==> src/rtl/evt_dispatch_pkg.sv <==
package evt_dispatch_pkg;
  localparam int VEC_W = 8;
  localparam logic [VEC_W-1:0] DF_VEC = 8'd8;
  localparam logic [VEC_W-1:0] STEP_VEC = 8'd1;
  localparam logic [VEC_W-1:0] NMI_VEC = 8'd2;

  typedef enum logic [3:0] {
    ST_IDLE, ST_PUSH_FL, ST_PUSH_CS, ST_PUSH_IP, ST_RD_IP, ST_RD_CS,
    ST_DONE, ST_PM, ST_RST
  } step_t;

  typedef struct packed {
    logic capture;
    logic ldVec;
    logic [VEC_W-1:0] vecVal;
    logic ldDf;
    logic ldIp;
    logic ldCs;
    logic commit;
    step_t step;
  } ctlStrobe_t;
endpackage

==> src/rtl/evt_dispatch_dp.sv <==
module evt_dispatch_dp
  import evt_dispatch_pkg::*;
#(
  parameter int WORD_W = 16,
  parameter int ADDR_W = 20,
  parameter int IF_BIT = 9,
  parameter int TF_BIT = 8
) (
  input  logic              clk,
  input  logic              rst_n,
  input  ctlStrobe_t        strb,
  input  logic [WORD_W-1:0] curFlags,
  input  logic [WORD_W-1:0] curCs,
  input  logic [WORD_W-1:0] curIp,
  input  logic [WORD_W-1:0] curSp,
  input  logic [WORD_W-1:0] startCs,
  input  logic [WORD_W-1:0] startIp,
  input  logic [ADDR_W-1:0] ssBase,
  input  logic [ADDR_W-1:0] tblBase,
  input  logic [WORD_W-1:0] memRdata,
  output logic [ADDR_W-1:0] memAddr,
  output logic [WORD_W-1:0] memWdata,
  output logic [WORD_W-1:0] flagsOut,
  output logic [WORD_W-1:0] csOut,
  output logic [WORD_W-1:0] ipOut,
  output logic [WORD_W-1:0] spOut,
  output logic [VEC_W-1:0]  vecOut
);
  localparam logic [WORD_W-1:0] WORD_BYTES = WORD_W'(WORD_W / 8);
  localparam logic [WORD_W-1:0] FRAME_BYTES = WORD_W'(3 * (WORD_W / 8));

  logic [WORD_W-1:0] flagsQ, csQ, ipQ, spQ, startCsQ, startIpQ;
  logic [VEC_W-1:0]  vecQ;
  logic [WORD_W-1:0] stackOff;
  logic [ADDR_W-1:0] entryAddr;

  always_ff @(posedge clk or negedge rst_n) begin
    if (!rst_n) begin
      flagsQ <= '0; csQ <= '0; ipQ <= '0; spQ <= '0;
      startCsQ <= '0; startIpQ <= '0; vecQ <= '0;
    end else begin
      if (strb.capture) begin
        flagsQ   <= curFlags;
        csQ      <= curCs;
        ipQ      <= curIp;
        spQ      <= curSp;
        startCsQ <= startCs;
        startIpQ <= startIp;
      end
      if (strb.ldVec) vecQ <= strb.vecVal;
      if (strb.ldDf) begin
        csQ  <= startCsQ;
        ipQ  <= startIpQ;
        vecQ <= DF_VEC;
      end
      if (strb.ldIp) ipQ <= memRdata;
      if (strb.ldCs) csQ <= memRdata;
      if (strb.commit) begin
        spQ <= spQ - FRAME_BYTES;
        flagsQ[IF_BIT] <= 1'b0;
        flagsQ[TF_BIT] <= 1'b0;
      end
    end
  end

  // Stack offsets wrap inside the word width; table entry is vector*4.
  always_comb begin
    stackOff  = spQ - WORD_BYTES;
    memWdata  = flagsQ;
    entryAddr = tblBase + ADDR_W'({vecQ, 2'b00});
    memAddr   = '0;
    case (strb.step)
      ST_PUSH_FL: begin stackOff = spQ - WORD_BYTES;      memWdata = flagsQ; end
      ST_PUSH_CS: begin stackOff = spQ - 2 * WORD_BYTES;  memWdata = csQ;    end
      ST_PUSH_IP: begin stackOff = spQ - FRAME_BYTES;     memWdata = ipQ;    end
      default: ;
    endcase
    case (strb.step)
      ST_PUSH_FL, ST_PUSH_CS, ST_PUSH_IP: memAddr = ssBase + ADDR_W'(stackOff);
      ST_RD_IP: memAddr = entryAddr;
      ST_RD_CS: memAddr = entryAddr + ADDR_W'(WORD_BYTES);
      default:  memAddr = '0;
    endcase
  end

  assign flagsOut = flagsQ;
  assign csOut    = csQ;
  assign ipOut    = ipQ;
  assign spOut    = spQ;
  assign vecOut   = vecQ;
endmodule

==> src/rtl/evt_dispatch_ctl.sv <==
module evt_dispatch_ctl
  import evt_dispatch_pkg::*;
(
  input  logic             clk,
  input  logic             rst_n,
  input  logic             bndValid,
  input  logic             faultIn,
  input  logic [VEC_W-1:0] faultVec,
  input  logic             startTf,
  input  logic             nmiReqIn,
  input  logic             nmiEnSet,
  input  logic             autoClrSet,
  input  logic             intPending,
  input  logic [VEC_W-1:0] intVector,
  input  logic             ifFlag,
  input  logic             pmode,
  input  logic             memAck,
  input  logic             memErr,
  output ctlStrobe_t       strb,
  output logic             memReq,
  output logic             memWe,
  output logic             done,
  output logic             pmReq,
  output logic             cpuReset
);
  step_t stateQ, nextState;
  logic dfQ, setDf;
  logic nmiPendQ, nmiEnQ, autoClrQ;
  logic evtValid, takeNmi;
  logic [VEC_W-1:0] evtVec;
  logic atBoundary;

  assign atBoundary = (stateQ == ST_IDLE) && bndValid;

  // Fixed order: fault, step trap, non-maskable, maskable.
  always_comb begin
    evtValid = 1'b0;
    evtVec   = '0;
    takeNmi  = 1'b0;
    if (faultIn) begin
      evtValid = 1'b1; evtVec = faultVec;
    end else if (startTf) begin
      evtValid = 1'b1; evtVec = STEP_VEC;
    end else if (nmiPendQ && nmiEnQ) begin
      evtValid = 1'b1; evtVec = NMI_VEC; takeNmi = 1'b1;
    end else if (ifFlag && intPending && (intVector != '1)) begin
      evtValid = 1'b1; evtVec = intVector;
    end
  end

  always_comb begin
    nextState = stateQ;
    strb      = '0;
    strb.step = stateQ;
    memReq    = 1'b0;
    memWe     = 1'b0;
    done      = 1'b0;
    pmReq     = 1'b0;
    cpuReset  = 1'b0;
    setDf     = 1'b0;
    case (stateQ)
      ST_IDLE: if (bndValid) begin
        strb.capture = 1'b1;
        if (evtValid) begin
          strb.ldVec  = 1'b1;
          strb.vecVal = evtVec;
          nextState   = pmode ? ST_PM : ST_PUSH_FL;
        end
      end
      ST_PUSH_FL, ST_PUSH_CS, ST_PUSH_IP, ST_RD_IP, ST_RD_CS: begin
        memReq = 1'b1;
        memWe  = (stateQ == ST_PUSH_FL) || (stateQ == ST_PUSH_CS) || (stateQ == ST_PUSH_IP);
        if (memAck) begin
          if (memErr) begin
            if (dfQ) nextState = ST_RST;
            else begin
              strb.ldDf = 1'b1;
              setDf     = 1'b1;
              nextState = ST_PUSH_FL;
            end
          end else begin
            case (stateQ)
              ST_PUSH_FL: nextState = ST_PUSH_CS;
              ST_PUSH_CS: nextState = ST_PUSH_IP;
              ST_PUSH_IP: nextState = ST_RD_IP;
              ST_RD_IP: begin strb.ldIp = 1'b1; nextState = ST_RD_CS; end
              default: begin
                strb.ldCs   = 1'b1;
                strb.commit = 1'b1;
                nextState   = ST_DONE;
              end
            endcase
          end
        end
      end
      ST_DONE: begin done = 1'b1;     nextState = ST_IDLE; end
      ST_PM:   begin pmReq = 1'b1;    nextState = ST_IDLE; end
      ST_RST:  begin cpuReset = 1'b1; nextState = ST_IDLE; end
      default: nextState = ST_IDLE;
    endcase
  end

  always_ff @(posedge clk or negedge rst_n) begin
    if (!rst_n) begin
      stateQ   <= ST_IDLE;
      dfQ      <= 1'b0;
      nmiPendQ <= 1'b0;
      nmiEnQ   <= 1'b1;
      autoClrQ <= 1'b0;
    end else begin
      stateQ <= nextState;
      if (atBoundary) dfQ <= 1'b0;
      if (setDf) dfQ <= 1'b1;
      if (nmiReqIn) nmiPendQ <= 1'b1;
      if (nmiEnSet) nmiEnQ <= 1'b1;
      if (autoClrSet) autoClrQ <= 1'b1;
      if (atBoundary && takeNmi) begin
        nmiEnQ <= 1'b0;
        if (autoClrQ) begin
          autoClrQ <= 1'b0;
          nmiPendQ <= 1'b0;
        end
      end
    end
  end

  // an outstanding request is never withdrawn before its acknowledge.
  assert_req_hold_R13: assert property (@(posedge clk) disable iff (!rst_n)
    memReq && !memAck |=> memReq);
  // the protected-mode hand-off is never preceded by a memory access.
  assert_pm_nomem_R12: assert property (@(posedge clk) disable iff (!rst_n)
    pmReq |-> !$past(memReq));
endmodule

==> src/rtl/evt_dispatch.sv <==
module evt_dispatch
  import evt_dispatch_pkg::*;
#(
  parameter int WORD_W = 16,
  parameter int ADDR_W = 20,
  parameter int IF_BIT = 9,
  parameter int TF_BIT = 8
) (
  input  logic              clk,
  input  logic              rst_n,
  input  logic              bndValid,
  input  logic              faultIn,
  input  logic [VEC_W-1:0]  faultVec,
  input  logic              startTf,
  input  logic              nmiReqIn,
  input  logic              nmiEnSet,
  input  logic              autoClrSet,
  input  logic              intPending,
  input  logic [VEC_W-1:0]  intVector,
  input  logic              pmode,
  input  logic [WORD_W-1:0] curFlags,
  input  logic [WORD_W-1:0] curCs,
  input  logic [WORD_W-1:0] curIp,
  input  logic [WORD_W-1:0] curSp,
  input  logic [WORD_W-1:0] startCs,
  input  logic [WORD_W-1:0] startIp,
  input  logic [ADDR_W-1:0] ssBase,
  input  logic [ADDR_W-1:0] tblBase,
  output logic              memReq,
  output logic              memWe,
  output logic [ADDR_W-1:0] memAddr,
  output logic [WORD_W-1:0] memWdata,
  input  logic              memAck,
  input  logic              memErr,
  input  logic [WORD_W-1:0] memRdata,
  output logic [WORD_W-1:0] flagsOut,
  output logic [WORD_W-1:0] csOut,
  output logic [WORD_W-1:0] ipOut,
  output logic [WORD_W-1:0] spOut,
  output logic              done,
  output logic              pmReq,
  output logic [VEC_W-1:0]  pmVec,
  output logic              cpuReset
);
  ctlStrobe_t strb;

  evt_dispatch_ctl u_ctl (
    .clk(clk), .rst_n(rst_n), .bndValid(bndValid), .faultIn(faultIn),
    .faultVec(faultVec), .startTf(startTf), .nmiReqIn(nmiReqIn),
    .nmiEnSet(nmiEnSet), .autoClrSet(autoClrSet), .intPending(intPending),
    .intVector(intVector), .ifFlag(curFlags[IF_BIT]), .pmode(pmode),
    .memAck(memAck), .memErr(memErr), .strb(strb), .memReq(memReq),
    .memWe(memWe), .done(done), .pmReq(pmReq), .cpuReset(cpuReset)
  );

  evt_dispatch_dp #(.WORD_W(WORD_W), .ADDR_W(ADDR_W), .IF_BIT(IF_BIT), .TF_BIT(TF_BIT)) u_dp (
    .clk(clk), .rst_n(rst_n), .strb(strb), .curFlags(curFlags), .curCs(curCs),
    .curIp(curIp), .curSp(curSp), .startCs(startCs), .startIp(startIp),
    .ssBase(ssBase), .tblBase(tblBase), .memRdata(memRdata), .memAddr(memAddr),
    .memWdata(memWdata), .flagsOut(flagsOut), .csOut(csOut), .ipOut(ipOut),
    .spOut(spOut), .vecOut(pmVec)
  );

  // address and direction stay put while a request waits.
  assert_addr_steady_R13: assert property (@(posedge clk) disable iff (!rst_n)
    memReq && !memAck |=> $stable(memAddr) && $stable(memWe));
  // completion leaves interrupt-enable and trap cleared.
  assert_flags_clear_R9: assert property (@(posedge clk) disable iff (!rst_n)
    done |-> !flagsOut[IF_BIT] && !flagsOut[TF_BIT]);
  // at most one outcome pulse per cycle.
  assert_one_outcome_R9: assert property (@(posedge clk) disable iff (!rst_n)
    $onehot0({done, pmReq, cpuReset}));
  // stack pointer drops by one frame exactly at completion.
  assert_sp_frame_R7: assert property (@(posedge clk) disable iff (!rst_n)
    done |-> spOut == $past(spOut) - WORD_W'(3 * (WORD_W / 8)));
  // a reset request only follows the double-fault entry.
  assert_reset_after_df_R11: assert property (@(posedge clk) disable iff (!rst_n)
    cpuReset |-> pmVec == DF_VEC);
endmodule

==> config.mk <==
export PLATFORM = sky130hd
export DESIGN_NAME = evt_dispatch
export DESIGN_NICKNAME = d
export VERILOG_FILES = /design/src/rtl/evt_dispatch_pkg.sv /design/src/rtl/evt_dispatch_dp.sv /design/src/rtl/evt_dispatch_ctl.sv /design/src/rtl/evt_dispatch.sv
export SDC_FILE = /design/constraint.sdc
export NUM_CORES = 1
export LEC_CHECK = 0
export BUFFER_PORTS_ARGS = -buffer_cell sky130_fd_sc_hd__buf_2
export CORE_AREA = 8 8 162 164
export CTS_CLUSTER_SIZE = 24
export DETAILED_ROUTE_END_ITERATION = 10
export DIE_AREA = 0 0 170 172
export MAX_ROUTING_LAYER = met4
export PLACE_DENSITY_LB_ADDON = 0.1
export SLEW_MARGIN = 30
export SYNTH_ARGS = -nofsm -noshare
export SYNTH_HDL_FRONTEND = slang
export SYNTH_SLANG_ARGS = --single-unit
==> constraint.sdc <==
create_clock -name clk -period 5.5 [get_ports clk]
set_input_delay 0.825 -clock clk [delete_from_list [all_inputs] [get_ports clk]]
set_output_delay 0.825 -clock clk [all_outputs]
set_load 0.01 [all_outputs]
; ---- Word level (Yosys, flattened, before mapping)
; Index checks and enable logic that the tools add are counted.
[word_totals]
ff_bits = 112
input_bits = 180
out_inout_bits = 113
word_cells = 110
[classes]
addsub = 6
eq_ne = 12
n_mux = 61
n_reduce_logical = 18
[ops]
columns = operator, n
row1 = 16-bit 2-to-1 mux, 8
row2 = 16-bit case mux with 2 select lines, 2
row3 = 20-bit case mux with 3 select lines, 1
row4 = 8-bit 2-to-1 mux, 6
row5 = "16-bit by 3-bit subtractor with 16-bit output, second input constant", 2
row6 = 10-bit 2-to-1 mux, 3
row7 = 4-bit 2-to-1 mux, 7
row8 = 1-bit 2-to-1 mux, 27
row9 = 20-bit by 10-bit adder with 20-bit output, 1
row10 = 20-bit by 16-bit adder with 20-bit output, 1
row11 = "20-bit by 2-bit adder with 20-bit output, second input constant", 1
row12 = "4-bit by 3-bit == test with 1-bit output, second input constant", 4
row13 = "16-bit by 2-bit subtractor with 16-bit output, second input constant", 1
row14 = 3-bit case mux with 4 select lines, 1
row15 = 9-bit 2-to-1 mux, 1
row16 = "4-bit by 2-bit == test with 1-bit output, second input constant", 2
row17 = "8-bit inequality test, second input constant", 1
row18 = 4-bit case mux with 2 select lines, 1
row19 = 2-bit nonzero test, 4
row20 = 3-bit 2-to-1 mux, 2
row21 = 3-bit nonzero test, 2
row22 = 1-bit logical AND, 5
row23 = 5-bit OR reduction, 1
row24 = "4-bit by 1-bit == test with 1-bit output, second input constant", 1
row25 = other kinds (9), 12

; ---- Longest topological paths before layout
[logic_depth]
depth_word = 12
mapped_depth = 21
mapped_depth_nobuf = 19

; ---- Hierarchy
; A second synthesis with hierarchy kept.
[unflattened]
cells_unflattened = 966
hier_area_um2 = 8363.0
[modules_own_cells]
columns = mod, instances, cells_per_inst, area_per_inst_um2, seq_area_each_um2
row1 = evt_dispatch_dp, 1, 875, 7612.3, 2602.5
row2 = evt_dispatch_ctl, 1, 91, 750.7, 201.4

; ---- Least setup slack after synthesis
; OpenSTA, ideal clock, no wires.
[synth_path]
kind = register to output
start = reg u_dp.spQ[3], in the netlist u_dp.spOut[3]
end = out memAddr[19]
arrival_time_ns = 4.062
t_required_ns = 4.675
slack_ns = 0.613
path_stages_with_launch = 22
path_buffers = 2
cell_sequence = dfrtp_1 clkbuf_1 inv_1 ha_1 a21o_1 or3_1 nor3_1 nand2_1 o21ai_0 a21oi_1 nor3_1 xor2_1 ha_1 clkbuf_1 a211oi_1 o21ai_0 a211oi_1 o31ai_1 and2_1 o2111a_1 xnor2_1 o22ai_1
[synth_via]
elab_chain_cells = 4
elab_cells_between_ends = 6
classes_between = 4 x add/sub / 2 x mux
[synth_rtl]
columns = item, line_no
row1 = from (decl), evt_dispatch_dp.sv:32  ; logic [WORD_W-1:0] flagsQ, csQ, ipQ, spQ, startCsQ, startIpQ;
row2 = from (signal assigned), evt_dispatch_dp.sv:46  ; spQ <= curSp;
row3 = from (signal assigned), evt_dispatch_dp.sv:59  ; spQ <= spQ - FRAME_BYTES;
row4 = 16-bit by 2-bit subtractor with 16-bit output (tied with other cells), "evt_dispatch_dp.sv:68, evt_dispatch_dp.sv:73"
row5 = 16-bit case mux with 2 select lines (*), evt_dispatch_dp.sv:72  ; case (strb.step)
row6 = 20-bit by 16-bit adder with 20-bit output (*), evt_dispatch_dp.sv:79  ; ST_PUSH_FL, ST_PUSH_CS, ST_PUSH_IP: memAddr = ssBase + ADDR_W'(stackOff);
row7 = 20-bit case mux with 3 select lines (*), evt_dispatch_dp.sv:78  ; case (strb.step)
row8 = to (decl), evt_dispatch.sv:31  ; output logic [ADDR_W-1:0] memAddr,
; Every way passes the cells marked *; elsewhere a longest branch is shown, timed or not.

; ---- Worst setup path in the final report
; Ends and elaborated chain as after synthesis.

==> flow_metrics.tcl <==
set metrics [dict create \
    status "completed" \
    cts.sinks 112 \
    final_nets 1487 \
    ant_nets 0 \
    synthArstFlopShare_pct 100 \
    place_hpwl_mm 25.1 \
    cts.root.buffer_cell "clkbuf_16" \
    rows 57 \
    netlist.area_leader.share_pct 33.9 \
    setup_violations 0 \
    synth_area_leaders "dfrtp_1 34%, nand2_1 11%, o21ai_0 5.1%" \
    synthTopCellsByCount "234 x nand2_1, 111 x dfrtp_1, 83 x o21ai_0" \
    fin_tns_setup_ns 0 \
    antenna_found_initial 14 \
    synth_ff_type "dfrtp_1" \
    cts_inserted_buffers 9 \
    netlist_area_um2 8190 \
    vias 8518 \
    fp.dieArea_um2 29200 \
    ys_seq_area_share_pct 34.3 \
    start_util_pct 34.4 \
    postCtsHoldBufs 0 \
    grt_usage_pct 22.5 \
    critPathArrivalTime_ns 4.38 \
    yosysUniqueCellTypes 82 \
    cts_tree "yes" \
    rsz0062_at_grt "no" \
    htree_levels 3 \
    ioPinCount 293 \
    drv_slew 0 \
    slew_headroom_pct 39.1 \
    numPortBuffers 292 \
    cp-end-kind "primary output" \
    fp.dieH_um 172 \
    synth.net_count 1233 \
    wl_per_cell_um 20.0 \
    core_um2 23800 \
    syn_to_final_growth_pct 25.9 \
    wirelength_mm 32.4 \
    drc_errors 0 \
    drive_above_1_share_pct 28.3 \
    synth_edf_count 0 \
    grt_overflow 0 \
    ys_warn_count 0 \
    tightestPinTransition_ns 0.913 \
    path_clk_slew_ns 0.09 \
    hold_violations 0 \
    synth.most_common_cell "nand2_1" \
    p_total_w 0.00635 \
    hp-class "input pin to async pin" \
    firstDrtPassIters 5 \
    syn_avg_cell_area_um2 8.01 \
    finClkSkew_ns 0.0178 \
    gp_congestion 0.885 \
    first_global_vias 8738 \
    fmax_mhz 192 \
    path_class "flip-flop to primary output" \
    vias_per_cell 5.26 \
    grt_pass1_wl_mm 49.6 \
    power_density_nw_per_um2 616 \
    worstSkewPairLatency_ns 0.37 \
    post-synth-top-area-cell "dfrtp_1" \
    clockBufferDepth 2 \
    p_leak_nw 5.01 \
    initialDrtViolationCount 395 \
    cp.required_ns 4.68 \
    critPathMaxFanout 8 \
    ys_seq_elements 112 \
    period_needed_ns 5.20 \
    final.period_utilization_pct 94.6 \
    die_x_um 170 \
    maxCapViolCount 0 \
    fillers 2533 \
    netlist_instances 1022 \
    ir_worst_vdd_uv 236 \
    cp-start-kind "flip-flop" \
    grt_max_degree 58 \
]
## kinds of logic after synthesis
logic type | share of synthesized area, %
compound gates | 23.6
xor+xnor | 5.99
fa+ha+maj | 4.92
buf+inv | 4.48
flops | 34.3
mux | 2.09
simple gates | 24.6
## what timing repair did
item / in CTS / in global routing
pin swaps: 0 / 0
buffers inserted: 0 / 2
hold endpoints to repair: 0 / 0
setup endpoints to repair: 2 / 4
resized for setup: 1 / 9
## power by group
part           internal, W  switching (W)  total (W)
registers          0.00119       0.000428    0.00162
clock network     0.000332       0.000378   0.000710
logic              0.00163        0.00239    0.00402
## path summary, 6_finish.rpt
kind	startpoint	to	slack (ns)	depth (start not counted)
setup reg to reg	u_ctl.stateQ[1]	u_dp.ipOut[15]	2.17	9
hold / removal	rst_n	u_dp.spOut[11]	0.33	1
hold reg to reg	u_dp.startIpQ[3]	u_dp.startIpQ[3]	0.48	2
setup / recovery	u_dp.spOut[3]	memAddr[19]	0.30	20
min in group clk	u_dp.startIpQ[3]	u_dp.startIpQ[3]	0.48	2
max in group asynchronous	rst_n	u_ctl.stateQ[0]	4.14	2
## layout by cell type, fill, tap and decap left out, types with 18 or more instances in the layout
cell,Yosys,layout
a22o_1,19,19
nor2_1,58,57
buf_4,2,18
a221o_1,28,28
o21ai_0,83,82
xnor2_1,39,39
nand2_1,234,234
o22ai_1,24,24
nand3_1,27,26
nor3_1,29,26
inv_1,23,23
ha_1,29,28
a21oi_1,39,39
buf_2,13,291
dfrtp_1,111,109
## sequential cells by signal, indices dropped and copies added, names as in the netlist
register        cells
u_dp.csOut         16
u_dp.flagsOut      16
u_dp.ipOut         16
u_dp.spOut         16
u_dp.startCsQ      16
u_dp.startIpQ      16
u_dp.vecOut         8
u_ctl.stateQ        4
u_ctl.autoClrQ      1
u_ctl.dfQ           1
u_ctl.nmiEnQ        1
u_ctl.nmiPendQ      1
## cell type report
| class | instances | area (µm²) | area share [%] |
|---|---|---|---|
| inverter | 23 | 86.3 | 0.838 |
| tap | 324 | 405 | 3.93 |
| multi-input combinational | 821 | 5060 | 49.1 |
| sequential | 112 | 2810 | 27.2 |
| antenna | 14 | 35.0 | 0.340 |
| timing repair buffer | 309 | 1590 | 15.4 |
| clock buffer | 9 | 225 | 2.19 |
| clock inverter | 7 | 91.3 | 0.886 |
## per-stage QoR
stage	std cells	util (%)	hold slack, ns	instance area, µm²	worst slack [ns]
2_1_floorplan	1022	-	0.440	8190	0.613
5_1_grt	1619	43.3	0.329	10300	0.00764
6_report	1619	43.3	0.328	10300	0.299
3_5_place_dp	1587	41.5	0.464	9900	0.350
3_3_place_gp	1587	41.5	0.458	9890	0.538
4_1_cts	1603	42.9	0.331	10200	0.0527
## worst max-delay path, cell delays in order (launching register included)
cell and delay [ns]:
dfrtp_2 0.43, inv_1 0.08, ha_1 0.18, a21o_1 0.22, or3_1 0.37, nor3_2 0.15
nand2_1 0.07, o21ai_0 0.08, a21oi_1 0.13, nor3_2 0.15, xor2_1 0.17, ha_2 0.36
a211oi_4 0.27, o21ai_0 0.12, a211oi_1 0.26, o31ai_1 0.14, and2_1 0.18, o2111a_1 0.24
xnor2_1 0.12, o22ai_1 0.14, buf_2 0.16
## per-layer routing
layer	wire [µm]	up-vias	track usage (%)
li1	-	4213	-
met1	13800	4044	26.4
met2	16000	239	38.5
met3	2190	22	5.55
met4	431	0	4.88
met5	0	-	-
Power figures use the tool's default switching activity.
